## config.mk

```make
export PLATFORM = sky130hd
export DESIGN_NAME = ldo_delay_sequencer
export DESIGN_NICKNAME = d
export VERILOG_FILES = /design/src/rtl/ldo_seq_pkg.sv /design/src/rtl/ldo_cfg_reg.sv /design/src/rtl/ldo_edge_det.sv /design/src/rtl/ldo_delay_timer.sv /design/src/rtl/ldo_ret_fsm.sv /design/src/rtl/ldo_delay_sequencer.sv
export SDC_FILE = /design/constraint.sdc
export NUM_CORES = 1
export LEC_CHECK = 0
export BUFFER_PORTS_ARGS = -buffer_cell sky130_fd_sc_hd__buf_2
export CELL_PAD_IN_SITES_DETAIL_PLACEMENT = 0
export CELL_PAD_IN_SITES_GLOBAL_PLACEMENT = 1
export CORE_ASPECT_RATIO = 0.5
export CORE_MARGIN = 2
export CORE_UTILIZATION = 40
export DETAILED_ROUTE_END_ITERATION = 10
export PLACE_DENSITY_LB_ADDON = 0.12
export SETUP_SLACK_MARGIN = 0.5
export SYNTH_ARGS = -nofsm -noshare
export SYNTH_HDL_FRONTEND = slang
export SYNTH_HIERARCHICAL = 1
export SYNTH_SLANG_ARGS = --single-unit
```

## constraint.sdc

```tcl
create_clock -name clk -period 6.8 [get_ports clk]
set_clock_uncertainty 0.2 [all_clocks]
set_input_delay 0.34 -clock clk [delete_from_list [all_inputs] [get_ports clk]]
set_output_delay 0.34 -clock clk [all_outputs]
set_load 0.005 [all_outputs]
```

## src/rtl/ldo_seq_pkg.sv

```systemverilog
package ldo_seq_pkg;

    localparam int CFG_W     = 32;

    localparam int START_LSB = 24;
    localparam int START_W   = 8;
    localparam int SLEEP_LSB = 16;
    localparam int SLEEP_W   = 8;
    localparam int VSU_LSB   = 8;
    localparam int VSU_W     = 8;
    localparam int PCH_LSB   = 0;
    localparam int PCH_W     = 6;

    localparam logic [CFG_W-1:0] CFG_RESET = 32'h7800_0017;
    localparam logic [CFG_W-1:0] CFG_MASK  = 32'hFFFF_FF3F;

    typedef enum logic [1:0] {
        S_ACTIVE     = 2'd0,
        S_SLEEP_WAIT = 2'd1,
        S_RETAINED   = 2'd2,
        S_RAMP       = 2'd3
    } ret_state_e;

endpackage

```

## src/rtl/ldo_cfg_reg.sv

```systemverilog
module ldo_cfg_reg
    import ldo_seq_pkg::*;
(
    input  logic             clk,
    input  logic             cold_rst_n,
    input  logic             cfg_we,
    input  logic [CFG_W-1:0] cfg_wdata,
    output logic [CFG_W-1:0] cfg_q
);

    logic [CFG_W-1:0] word_q;

    // Only the cold reset reaches this register; the warm reset leaves it alone.
    always_ff @(posedge clk or negedge cold_rst_n) begin
        if (!cold_rst_n) begin
            word_q <= CFG_RESET;
        end else if (cfg_we) begin
            word_q <= cfg_wdata & CFG_MASK;
        end
    end

    assign cfg_q = word_q;

    AST_WRITE_VISIBLE: assert property (@(posedge clk) disable iff (!cold_rst_n)
        cfg_we |=> (cfg_q == ($past(cfg_wdata) & CFG_MASK)));

endmodule

```

## src/rtl/ldo_edge_det.sv

```systemverilog
module ldo_edge_det #(
    parameter int                 N         = 4,
    parameter logic [N-1:0]       FALL_MASK = '0
) (
    input  logic         clk,
    input  logic         rst_n,
    input  logic [N-1:0] din,
    output logic [N-1:0] edge_o
);

    logic [N-1:0] prev_q;

    always_ff @(posedge clk or negedge rst_n) begin
        if (!rst_n) begin
            prev_q <= '0;
        end else begin
            prev_q <= din;
        end
    end

    for (genvar i = 0; i < N; i++) begin : g_bit
        if (FALL_MASK[i]) begin : g_fall
            assign edge_o[i] = prev_q[i] & ~din[i];
        end else begin : g_rise
            assign edge_o[i] = ~prev_q[i] & din[i];
        end
    end

endmodule

```

## src/rtl/ldo_delay_timer.sv

```systemverilog
module ldo_delay_timer #(
    parameter int CNT_W = 8,
    parameter int SCALE = 1
) (
    input  logic             clk,
    input  logic             rst_n,
    input  logic             start,
    input  logic             abort,
    input  logic [CNT_W-1:0] load_val,
    output logic             expire
);

    localparam int PRE_W = (SCALE > 1) ? $clog2(SCALE) : 1;

    logic             active_q;
    logic [CNT_W-1:0] cnt_q;
    logic             tick;

    if (SCALE > 1) begin : g_pre
        logic [PRE_W-1:0] pre_q;

        // Prescaler restarts with each new delay so the total stays exact.
        always_ff @(posedge clk or negedge rst_n) begin
            if (!rst_n) begin
                pre_q <= '0;
            end else if (start || !active_q || tick) begin
                pre_q <= '0;
            end else begin
                pre_q <= pre_q + PRE_W'(1);
            end
        end

        assign tick = (pre_q == PRE_W'(SCALE - 1));
    end else begin : g_nopre
        assign tick = 1'b1;
    end

    always_ff @(posedge clk or negedge rst_n) begin
        if (!rst_n) begin
            active_q <= 1'b0;
            cnt_q    <= '0;
        end else if (abort) begin
            active_q <= 1'b0;
        end else if (start) begin
            active_q <= 1'b1;
            cnt_q    <= load_val;
        end else if (active_q) begin
            if (cnt_q == '0) begin
                active_q <= 1'b0;
            end else if (tick) begin
                cnt_q <= cnt_q - CNT_W'(1);
            end
        end
    end

    assign expire = active_q && (cnt_q == '0) && !start && !abort;

    AST_LOAD_CAPTURED: assert property (@(posedge clk) disable iff (!rst_n)
        (start && !abort) |=> (active_q && (cnt_q == $past(load_val))));

    AST_NO_UNDERFLOW: assert property (@(posedge clk) disable iff (!rst_n)
        (active_q && !start && !abort && (cnt_q != '0)) |=> (cnt_q <= $past(cnt_q)));

    AST_EXPIRE_ENDS: assert property (@(posedge clk) disable iff (!rst_n)
        expire |=> !active_q);

endmodule

```

## src/rtl/ldo_ret_fsm.sv

```systemverilog
module ldo_ret_fsm
    import ldo_seq_pkg::*;
(
    input  logic clk,
    input  logic rst_n,
    input  logic enter_rise,
    input  logic exit_rise,
    input  logic sleep_expire,
    input  logic ramp_expire,
    output logic sleep_start,
    output logic ramp_start,
    output logic ramp_abort,
    output logic all_ret,
    output logic ramp_done
);

    ret_state_e state_q, state_d;

    // State register.
    always_ff @(posedge clk or negedge rst_n) begin
        if (!rst_n) begin
            state_q <= S_ACTIVE;
        end else begin
            state_q <= state_d;
        end
    end

    // Next state: T_ENTER, T_SETTLED, T_WAKE, T_RAMPED, T_REENTER.
    always_comb begin
        state_d = state_q;
        unique case (state_q)
            S_ACTIVE:     if (enter_rise)   state_d = S_SLEEP_WAIT;
            S_SLEEP_WAIT: if (sleep_expire) state_d = S_RETAINED;
            S_RETAINED:   if (exit_rise)    state_d = S_RAMP;
            S_RAMP: begin
                if (enter_rise)       state_d = S_SLEEP_WAIT;
                else if (ramp_expire) state_d = S_ACTIVE;
            end
        endcase
    end

    // Timer strobes and decoded outputs.
    always_comb begin
        sleep_start = 1'b0;
        ramp_start  = 1'b0;
        ramp_abort  = 1'b0;
        unique case (state_q)
            S_ACTIVE:     sleep_start = enter_rise;
            S_SLEEP_WAIT: ;
            S_RETAINED:   ramp_start  = exit_rise;
            S_RAMP: begin
                sleep_start = enter_rise;
                ramp_abort  = enter_rise;
            end
        endcase
    end

    assign all_ret = (state_q == S_RETAINED);

    always_ff @(posedge clk or negedge rst_n) begin
        if (!rst_n) begin
            ramp_done <= 1'b0;
        end else if (sleep_start) begin
            ramp_done <= 1'b0;
        end else if ((state_q == S_RAMP) && ramp_expire) begin
            ramp_done <= 1'b1;
        end
    end

    AST_REENTER_ABORTS: assert property (@(posedge clk) disable iff (!rst_n)
        ((state_q == S_RAMP) && enter_rise) |=> ((state_q == S_SLEEP_WAIT) && !ramp_done));

    AST_WAKE_DROPS_RET: assert property (@(posedge clk) disable iff (!rst_n)
        (all_ret && exit_rise) |=> !all_ret);

    AST_RAMP_DONE_SOURCE: assert property (@(posedge clk) disable iff (!rst_n)
        $rose(ramp_done) |-> ($past(state_q) == S_RAMP));

    AST_RET_SOURCE: assert property (@(posedge clk) disable iff (!rst_n)
        $rose(all_ret) |-> ($past(state_q) == S_SLEEP_WAIT));

endmodule

```

## src/rtl/ldo_delay_sequencer.sv

```systemverilog
module ldo_delay_sequencer
    import ldo_seq_pkg::*;
#(
    parameter int START_SCALE = 16,
    parameter int RAMP_SCALE  = 8
) (
    input  logic        clk,
    input  logic        cold_rst_n,
    input  logic        warm_rst_n,
    input  logic        cfg_we,
    input  logic [31:0] cfg_wdata,
    output logic [31:0] cfg_rdata,
    input  logic        pwr_up_start,
    input  logic        last_bank_ret,
    input  logic        ret_exit_req,
    input  logic        ret_en,
    output logic        startup_done,
    output logic        all_ret,
    output logic        ramp_done,
    output logic        ret_good
);

    localparam int NTRIG = 4;
    localparam int E_PWR = 0;
    localparam int E_ENT = 1;
    localparam int E_EXT = 2;
    localparam int E_PCH = 3;
    localparam logic [NTRIG-1:0] FALLS = 4'b1000;

    logic             rst_n;
    logic [CFG_W-1:0] cfg_q;
    logic [NTRIG-1:0] trig;
    logic             start_exp, sleep_exp, ramp_exp, pch_exp;
    logic             sleep_start, ramp_start, ramp_abort;

    assign rst_n = cold_rst_n & warm_rst_n;

    ldo_cfg_reg u_cfg (
        .clk        (clk),
        .cold_rst_n (cold_rst_n),
        .cfg_we     (cfg_we),
        .cfg_wdata  (cfg_wdata),
        .cfg_q      (cfg_q)
    );

    assign cfg_rdata = cfg_q;

    ldo_edge_det #(.N(NTRIG), .FALL_MASK(FALLS)) u_edges (
        .clk    (clk),
        .rst_n  (rst_n),
        .din    ({ret_en, ret_exit_req, last_bank_ret, pwr_up_start}),
        .edge_o (trig)
    );

    ldo_delay_timer #(.CNT_W(START_W), .SCALE(START_SCALE)) u_start_tmr (
        .clk      (clk),
        .rst_n    (rst_n),
        .start    (trig[E_PWR]),
        .abort    (1'b0),
        .load_val (cfg_q[START_LSB +: START_W]),
        .expire   (start_exp)
    );

    ldo_delay_timer #(.CNT_W(SLEEP_W), .SCALE(1)) u_sleep_tmr (
        .clk      (clk),
        .rst_n    (rst_n),
        .start    (sleep_start),
        .abort    (1'b0),
        .load_val (cfg_q[SLEEP_LSB +: SLEEP_W]),
        .expire   (sleep_exp)
    );

    ldo_delay_timer #(.CNT_W(VSU_W), .SCALE(RAMP_SCALE)) u_ramp_tmr (
        .clk      (clk),
        .rst_n    (rst_n),
        .start    (ramp_start),
        .abort    (ramp_abort),
        .load_val (cfg_q[VSU_LSB +: VSU_W]),
        .expire   (ramp_exp)
    );

    ldo_delay_timer #(.CNT_W(PCH_W), .SCALE(1)) u_pch_tmr (
        .clk      (clk),
        .rst_n    (rst_n),
        .start    (trig[E_PCH]),
        .abort    (ret_en),
        .load_val (cfg_q[PCH_LSB +: PCH_W]),
        .expire   (pch_exp)
    );

    ldo_ret_fsm u_fsm (
        .clk          (clk),
        .rst_n        (rst_n),
        .enter_rise   (trig[E_ENT]),
        .exit_rise    (trig[E_EXT]),
        .sleep_expire (sleep_exp),
        .ramp_expire  (ramp_exp),
        .sleep_start  (sleep_start),
        .ramp_start   (ramp_start),
        .ramp_abort   (ramp_abort),
        .all_ret      (all_ret),
        .ramp_done    (ramp_done)
    );

    always_ff @(posedge clk or negedge rst_n) begin
        if (!rst_n) begin
            startup_done <= 1'b0;
        end else if (trig[E_PWR]) begin
            startup_done <= 1'b0;
        end else if (start_exp) begin
            startup_done <= 1'b1;
        end
    end

    always_ff @(posedge clk or negedge rst_n) begin
        if (!rst_n) begin
            ret_good <= 1'b0;
        end else if (trig[E_PCH] || ret_en) begin
            ret_good <= 1'b0;
        end else if (pch_exp) begin
            ret_good <= 1'b1;
        end
    end

    AST_STARTUP_CLEARS: assert property (@(posedge clk) disable iff (!rst_n)
        trig[E_PWR] |=> !startup_done);

    AST_GOOD_NEEDS_LOW_EN: assert property (@(posedge clk) disable iff (!rst_n)
        ret_en |=> !ret_good);

endmodule

```

==> results.json, run 1 <==
{
  "crit_arrival_ns": 3.13,
  "hold_path_startpoint": "cfg_wdata[3]",
  "final_cell_mix": "72 x dfrtp_1, 71 x buf_2, 31 x mux2_4, 26 x nor2_1, 23 x o21ai_0",
  "antenna_found_initial": 0,
  "start_util": 0.410,
  "root_buffer": "clkbuf_16",
  "portBuffers": 71,
  "grt_pass1_vias": 3138,
  "dr.pass1.iters": 5,
  "drc": 0,
  "layout_commonest_cell": "dfrtp_1",
  "outcome": "finished, final reports clean",
  "grt_use_total": 0.166,
  "async_flop_share": 1.00,
  "netlist_top_cells_area": "dfrtp_1 40%, mux2_4 10%, ha_1 4.7%, dfstp_2 4.7%, o21ai_0 2.6%",
  "switching_share": 0.351,
  "area_growth_syn_to_layout_pct": 17.5,
  "p_comb_frac": 0.331,
  "rsz0062_at_grt": "false",
  "synthFlopType": "dfrtp_1",
  "cts_max_path_buffers": 2,
  "place_congestion": 0.736,
  "n_fill_cell": 1015,
  "fp.dieArea_um2": 12100,
  "cts_sinks": 80,
  "ys_seq_elements": 80,
  "drt_iter0_markers": 139,
  "setup_tns_ns": 0,
  "antennaDiodeCount": 0,
  "r2r_slack_ns": 3.69,
  "holdWs_ns": 0.0323,
  "seq_area_frac_synth": 0.449,
  "dp_hpwl_um": 6720,
  "finalPower_mw": 1.81,
  "die_x_um": 154,
  "finalSetupViolations": 0,
  "tightest_slew_ns": 1.19,
  "clk_latency_ns": 0.33,
  "p_int_mw": 1.17,
  "wl_um": 9570,
  "grt_max_degree": 51,
  "p_leak_nw": 2.38,
  "final_util": 0.482,
  "hold_depth": 2,
  "hold_viol": 0,
  "vias": 3228,
  "syn_area_per_cell_um2": 11.7,
  "die_h_um": 78.9,
  "path_clk_slew_ns": 0.06,
  "end_kind": "register",
  "synth_cell_types": 82,
  "r2r-start": "u_fsm/state_q[0]",
  "avgRoutedWirePerCell_um": 15.6,
  "max_cap_viol_count": 0,
  "drv_slew": 0,
  "postRouteAntennaNets": 0,
  "crit-reg2reg-capture": "u_fsm/state_q[1]",
  "cts_buffers": 9,
  "yosysWarnings": 6,
  "relSlewSlack": 0.206,
  "row_count": 27,
  "final.min_clock_period_ns": 3.11,
  "drive_gt1_frac": 0.350,
  "pwr-share-clk": 0.264,
  "timing.final.crit_share": 0.458,
  "power_frac_seq": 0.405,
  "nets": 520,
  "synth-edff-count": 0,
  "critPathMaxFanout": 24,
  "path_class": "in -> reg",
  "min_path_type": "in -> reg",
  "yosys.area.top_type": "dfrtp_1",
  "syn-cell-area_um2": 4490,
  "critPathRequiredTime_ns": 6.81,
  "grt_first_pass_wirelength_um": 16100,
  "hold_end": "u_cfg/cfg_q[3]",
  "max_freq_mhz": 321,
  "via_per_inst": 5.27,
  "syn_inst": 382,
  "post_cts_resize_count": 0,
  "core_area_um2": 10900,
  "synth_top_area_frac": 0.402,
  "htree_levels": 3,
  "power.switching_mw": 0.636,
  "ios": 76,
  "p_per_area_nw_per_um2": 343,
  "cts_tree": "built",
  "vdd_drop_max_uv": 135,
  "r2r.worst_path.cells": 9,
  "grt_overflow": 0,
  "critPathLaunchType": "input pin"
}
[sequential cells by signal (all words and copies together) (netlist names)]
signal                   cells
u_start_tmr/cnt_q            8
u_pch_tmr/active_q           1
u_ramp_tmr/g_pre.pre_q       3
ret_good                     1
u_fsm/ramp_done              1
u_cfg/cfg_q                 30
u_start_tmr/active_q         1
startup_done                 1
u_start_tmr/g_pre.pre_q      4
u_sleep_tmr/active_q         1
u_edges/prev_q               4
u_pch_tmr/cnt_q              6
u_ramp_tmr/active_q          1
u_ramp_tmr/cnt_q             8
u_sleep_tmr/cnt_q            8
u_fsm/state_q                2
[cells by family (layout without fill, tap and decap cells)]
kind of cell             after synthesis  count (layout)  synth area share
buffers and inverters                 29             105            0.0391
XOR/XNOR                               2               2           0.00391
AO/OA/AOI/OAI                         84              84             0.149
other                                  2              12           0.00167
flip-flops                            80              80             0.449
AND/OR/NAND/NOR                      133             133             0.198
multiplexers                          35              35             0.113
adder cells (fa/ha/maj)               17              17            0.0474
[cell type report]
cell class                      instances  area [µm²]  area share
Multi-Input combinational cell        283        2340       0.443
Tap cell                              145         181      0.0344
Inverter                               13        48.8     0.00925
Timing Repair Buffer                   76         403      0.0764
Clock buffer                           11         233      0.0441
Clock inverter                          5        57.6      0.0109
Sequential cell                        80        2010       0.382
[power by group through the flow]
| stage | registers [mW] | logic, mW | clock network (mW) |
|---|---|---|---|
| floorplan | 0.705 | 0.478 | 0 |
| global placement | 0.733 | 0.576 | 0 |
| detailed placement | 0.739 | 0.599 | 0 |
| CTS | 0.733 | 0.601 | 0.496 |
| global route | 0.754 | 0.674 | 0.521 |
| finish | 0.733 | 0.599 | 0.477 |
[stage by stage]
stage	worst slack, ns	instances	cell area [µm²]
6_report	3.69	613	5270
2_1_floorplan	4.24	392	4520
4_1_cts	3.69	613	5270
5_1_grt	3.51	613	5270
3_3_place_gp	3.83	593	4940
3_5_place_dp	3.71	593	4940
[worst max-delay path: stages]
cell           delay (ns)
dlygate4sd3_1        0.53
buf_2                0.13
nor2b_4              0.12
and2_1               0.41
nor4b_2              0.56
and4b_1              0.34
nor2b_2              0.06
o21bai_2             0.13
and3_4               0.21
mux2_4               0.30
[how the worst max path moves through the flow]
stage | from | to
finish | ret_exit_req | u_fsm/state_q[1]
detailed placement | u_fsm/state_q[0] | u_fsm/state_q[1]
floorplan | u_fsm/state_q[0] | u_fsm/state_q[1]
global route | u_fsm/state_q[0] | u_fsm/state_q[1]
CTS | u_fsm/state_q[0] | u_fsm/state_q[1]
global placement | u_fsm/state_q[0] | u_fsm/state_q[1]
[routing by layer]
layer / share of wire / global-route usage
met3: 0.045 / 0.0513
met1: 0.47 / 0.215
met4: 0.0078 / 0.0303
met2: 0.47 / 0.278
met5: 0 / 0
[what timing repair did]
item,in CTS,in global routing
hold endpoints to repair,25,0
hold buffers,4,0
setup buffers,0,0
[synthesized netlist by cell type (6+ instances only)]
cell      count
nand2b_1      9
a22o_1        7
inv_1        13
nand2_1      20
a21oi_1      12
mux2_4       31
dfstp_2       8
and2_1        6
o21ai_0      23
buf_6         7
dfrtp_1      72
ha_1         17
nor3b_1       6
nor2_1       26
nor3_1       11
Power figures use the tool's default switching activity.
==> run 2, diff against run 1 <==
- ABC_AREA: default -> 1
- CORE_UTILIZATION: 40 -> 37
- clock period: 6.8 -> 2.8 ns (I/O delays scaled with it)
==> results.json, run 2 <==
{
  "outcome": "finished, final reports clean",
  "p_per_area_nw_per_um2": 855,
  "ios": 76,
  "synthFlopType": "dfrtp_1",
  "grt_overflow": 0,
  "yosys.area.top_type": "dfrtp_1",
  "slowest_delay_ns": 0.43,
  "start_util": 0.383,
  "seq_area_frac_synth": 0.440,
  "multi_input_comb_area_um2": 2180,
  "r2r-start": "u_fsm/state_q[0]",
  "max_cap_viol_count": 0,
  "syn_area_per_cell_um2": 7.71,
  "vias": 3893,
  "final_util": 0.484,
  "netlist_top_cells_area": "dfrtp_1 39%, nand2_1 18%, inv_1 5.0%, ha_1 4.6%, dfstp_2 4.6%",
  "root_buffer": "clkbuf_16",
  "critPathMaxFanout": 12,
  "async_flop_share": 1.00,
  "drc": 0,
  "critPathLaunch": "u_fsm/state_q[0]",
  "syn-cell-area_um2": 4570,
  "cpMaxStageDelayCell": "dfrtp_2",
  "n_fill_cell": 1235,
  "path_clk_slew_ns": 0.06,
  "p_leak_nw": 3.07,
  "nets": 767,
  "portBuffers": 71,
  "place_congestion": 0.799,
  "core_area_um2": 11900,
  "min_path_type": "in -> reg",
  "synth-edff-count": 0,
  "drt_iter0_markers": 222,
  "path_class": "reg -> reg",
  "setup_tns_ns": 0,
  "antenna_found_initial": 0,
  "synth_cell_types": 35,
  "max_freq_mhz": 468,
  "timing.final.crit_share": 0.762,
  "via_per_inst": 4.42,
  "drv_slew": 0,
  "grt_pass1_vias": 3644,
  "tightest_slew_ns": 0.564,
  "postRouteAntennaNets": 0,
  "synth_most_common_cell": "nand2_1",
  "dp_slack_ns": 0.441,
  "cts_sinks": 80,
  "dp_hpwl_um": 7490,
  "crit_arrival_ns": 2.21,
  "cts_tree": "built",
  "antennaDiodeCount": 0,
  "cts_max_path_buffers": 2,
  "clk_latency_ns": 0.34,
  "vdd_drop_max_uv": 294,
  "relSlewSlack": 0.623,
  "htree_levels": 3,
  "end_kind": "register",
  "die_h_um": 82.6,
  "ys_seq_elements": 80,
  "row_count": 28,
  "fp.dieArea_um2": 13300,
  "drive_gt1_frac": 0.250,
  "finalSetupViolations": 0,
  "path_cells": "inv_1 > ha_1 > nand2_1 > inv_1 > buf_4 > nor2_1 > nor2_4 > nand2_2 > nor2_4 > nand2_1 > o21ai_2",
  "cts_buffers": 9,
  "synth_common_cells": "224 x nand2_1, 72 x dfrtp_1, 61 x inv_1",
  "grt_first_pass_wirelength_um": 17800,
  "holdWs_ns": 0.0745,
  "grt_max_degree": 32,
  "regArea_um2": 2010,
  "critPathLaunchType": "register",
  "layout_commonest_cell": "nand2_1",
  "avgRoutedWirePerCell_um": 12.3,
  "die_x_um": 161,
  "fin_ws_ns": 0.665,
  "grt_use_total": 0.170,
  "largest_reg_flops": 30,
  "dr.pass1.iters": 4,
  "final_cell_mix": "223 x nand2_1, 71 x buf_2, 70 x dfrtp_1, 60 x inv_1, 51 x nor2_1",
  "yosysWarnings": 6,
  "final.min_clock_period_ns": 2.13,
  "syn_inst": 593,
  "synth_top_area_frac": 0.394,
  "critPathRequiredTime_ns": 2.87,
  "area_growth_syn_to_layout_pct": 26.3,
  "hold_path_startpoint": "cfg_we",
  "hold_viol": 0,
  "wl_um": 10800,
  "rsz0062_at_grt": "false"
}
==> run 2: cell type report <==
cell class,instances,area share
Timing Repair Buffer,118,0.138
Clock buffer,11,0.0420
Sequential cell,80,0.349
Multi-Input combinational cell,429,0.377
Clock inverter,5,0.00975
Tap cell,165,0.0357
Inverter,72,0.0485
==> run 2: cell families after synthesis <==
group | after synthesis | synth area share
and+or+nand+nor | 356 | 0.349
AOI/OAI and AO/OA | 49 | 0.0719
adders and majority gates | 17 | 0.0465
buffers and inverters | 88 | 0.0894
DFF | 80 | 0.440
other | 2 | 0.00164
xor gates and xnor gates | 1 | 0.00192
==> run 2: path summary, 6_finish.rpt <==
path                                                   to  depth (start not counted)  slack [ns]
worst min register to register  u_ramp_tmr/g_pre.pre_q[0]                          1        0.23
worst min-delay path                      u_cfg/cfg_q[29]                          4        0.07
max in group asynchronous            u_start_tmr/cnt_q[7]                          5        1.46
min in group asynchronous                  u_cfg/cfg_q[5]                          3        0.19
worst max-delay path                  u_ramp_tmr/cnt_q[2]                         11        0.67
worst max register to register        u_ramp_tmr/cnt_q[2]                         11        0.67
==> run 2: metrics by stage <==
| stage | std cells | total power [mW] | area, µm² |
|---|---|---|---|
| 6_report | 880 | 4.94 | 5780 |
| 5_1_grt | 880 | 5.39 | 5780 |
| 4_1_cts | 876 | 4.95 | 5740 |
| 3_5_place_dp | 824 | 3.66 | 5070 |
| 3_3_place_gp | 824 | 3.66 | 5070 |
| 2_1_floorplan | 597 | 3.24 | 4590 |
==> run 2: per-layer routing <==
metal | wire (µm) | global-route usage
met1 | 5410 | 0.228
met2 | 5000 | 0.281
met3 | 303 | 0.0435
met4 | 80 | 0.0402
met5 | 0 | 0
==> run 2: report_power, final <==
group	internal (mW)	total (mW)	switching, mW
Combinational	0.782	2.01	1.23
Sequential	1.46	1.72	0.261
Clock	0.714	1.20	0.489
==> run 2: critical path, delay by kind of cell, from the launching register on <==
family                   cells  cell delay (ns)
AO/OA/AOI/OAI                1             0.07
adder cells (fa/ha/maj)      1             0.21
buffers and inverters        3             0.44
AND/OR/NAND/NOR              6             0.73
flip-flops                   1             0.43
==> run 2: what timing repair did <==
item                                   CTS  global route
setup endpoints to repair                2             9
endpoints found under the hold margin   85             0
hold buffers                            36             0
gates resized for setup                  1             5
cloned                                   0             0
pin swaps                                0             1
buffers inserted                         0             4
==> run 3, diff against run 2 <==
- CORE_UTILIZATION: 37 -> 40
- clock period: 2.8 -> 2.2 ns (I/O delays scaled with it)
==> results.json, run 3 (synthesis results as in run 2) <==
{
  "path_class": "reg -> reg",
  "n_fill_cell": 1094,
  "nets": 787,
  "crit_arrival_ns": 1.94,
  "fin_ws_ns": 0.270,
  "core_area_um2": 11100,
  "via_per_inst": 4.60,
  "final.min_clock_period_ns": 1.93,
  "dr.pass1.iters": 4,
  "portBuffers": 71,
  "grt_first_pass_wirelength_um": 19300,
  "cpMaxStageDelayCell": "dfrtp_2",
  "vias": 4047,
  "grt_use_total": 0.195,
  "setup_tns_ns": 0,
  "critPathMaxFanout": 3,
  "final_util": 0.553,
  "critPathLaunchType": "register",
  "grt_overflow": 0,
  "p_per_area_nw_per_um2": 1090,
  "largest_reg_flops": 30,
  "clk_latency_ns": 0.33,
  "postRouteAntennaNets": 0,
  "drive_gt1_frac": 0.312,
  "layout_commonest_cell": "nand2_1",
  "row_count": 27,
  "min_path_type": "in -> reg",
  "ios": 76,
  "place_congestion": 0.806,
  "max_cap_viol_count": 0,
  "htree_levels": 3,
  "die_x_um": 155,
  "dp_slack_ns": 0.174,
  "cts_max_path_buffers": 2,
  "wl_um": 11100,
  "dp_hpwl_um": 7410,
  "timing.final.crit_share": 0.877,
  "critPathBufInv": 3,
  "wl_met2_um": 5440,
  "grt_max_degree": 31,
  "cts_sinks": 80,
  "hold_viol": 0,
  "cts_buffers": 9,
  "p_leak_nw": 3.23,
  "path_clk_slew_ns": 0.06,
  "antennaDiodeCount": 0,
  "fp.dieArea_um2": 12400,
  "top_layer": "met4",
  "area_growth_syn_to_layout_pct": 33.8,
  "rsz0062_at_grt": "true",
  "vdd_drop_max_uv": 441,
  "tightest_slew_ns": 0.539,
  "crit_family": "simple AND/OR/NAND/NOR gates",
  "drc": 0,
  "slowest_delay_ns": 0.41,
  "die_h_um": 79.6,
  "cts_tree": "built",
  "relSlewSlack": 0.640,
  "regArea_um2": 2010,
  "met1_length_um": 5360,
  "critPathRequiredTime_ns": 2.21,
  "timing.critical_path.mode_cell": "nand2_1",
  "path_cells": "inv_2 > ha_4 > nor2_4 > nor2_4 > nand2_2 > nor2_4 > nand2_2 > nor2_2 > inv_1 > nand2_1 > nand2_1 > inv_2 > nand2_2 > nand2_1 > nand2_1",
  "drt_iter0_markers": 214,
  "multi_input_comb_area_um2": 2330,
  "end_kind": "register",
  "finalSetupViolations": 0,
  "max_freq_mhz": 518,
  "outcome": "finished, final reports clean",
  "grt_pass1_vias": 4034,
  "met3WireLength_um": 272,
  "antenna_found_initial": 0,
  "root_buffer": "clkbuf_16",
  "final_cell_mix": "213 x nand2_1, 71 x buf_2, 71 x dfrtp_1, 51 x inv_1, 45 x nor2_1",
  "avgRoutedWirePerCell_um": 12.7,
  "drv_slew": 0,
  "start_util": 0.413
}
## run 3: cell types whose count changed in the layout (fill, tap and decap cells not counted), moves of 6 or more
| cell | delta |
|---|---|
| nor2_1 | -6 |
| buf_4 | +12 |
| nand2_1 | -10 |
| inv_1 | -9 |
| nand2_4 | +6 |
| inv_2 | +8 |
## run 3: power by group
part | switching (mW) | internal, mW | total [mW] | leakage [nW]
combinational | 1.76 | 1.27 | 3.03 | 2.09
clock | 0.583 | 0.824 | 1.41 | 0.136
sequential | 0.364 | 1.86 | 2.23 | 1.00
total | 2.71 | 3.96 | 6.66 | 3.23
## run 3: final timing paths
kind                       cells past startpoint  slack (ns)                       from                   endpoint
max in group asynchronous                      5        0.92                 cold_rst_n           u_fsm/state_q[1]
max                                           15        0.27           u_fsm/state_q[1]           u_fsm/state_q[1]
min                                            4        0.05                     cfg_we            u_cfg/cfg_q[27]
min reg2reg                                    1        0.23  u_ramp_tmr/g_pre.pre_q[0]  u_ramp_tmr/g_pre.pre_q[0]
min in group asynchronous                      3        0.17                 cold_rst_n             u_cfg/cfg_q[5]
max reg2reg                                   15        0.27           u_fsm/state_q[1]           u_fsm/state_q[1]
## run 3: worst min-delay path, cell delays in order
cell     delay, ns
buf_2         0.09
inv_2         0.20
nand2_1       0.12
nand2_1       0.04
## run 3: timing repair
action / 4_1_cts / 5_1_grt
buffers inserted: 14 / 5
pin swaps: 11 / 16
gates resized for setup: 9 / 26
cloned: 1 / 1
endpoints found under the setup margin: 23 / 38
hold endpoints to repair: 85 / 0
hold buffers: 36 / 0
## run 3: stage by stage
step                      std cells  total power [mW]  area [µm²]  hold WS [ns]
after global placement          807              4.79        5140       -0.0352
after detailed placement        807              4.80        5140       -0.0309
after global routing            880              7.29        6120        0.0669
after floorplan                 597              4.25        4670        -0.386
after CTS                       874              6.54        5990        0.0390
final                           880              6.66        6120        0.0454
## run 3: metal layers
layer	vias up	GRT usage
met4	0	0.0477
met5	-	0
met2	47	0.331
met3	7	0.0423
met1	1907	0.256
li1	2086	-
## run 3: final cells by class
cell class / count / area share
Sequential cell: 80 / 0.329
Inverter: 72 / 0.0470
Tap cell: 145 / 0.0296
Multi-Input combinational cell: 429 / 0.380
Clock buffer: 13 / 0.0425
Clock inverter: 3 / 0.00286
Timing Repair Buffer: 138 / 0.169
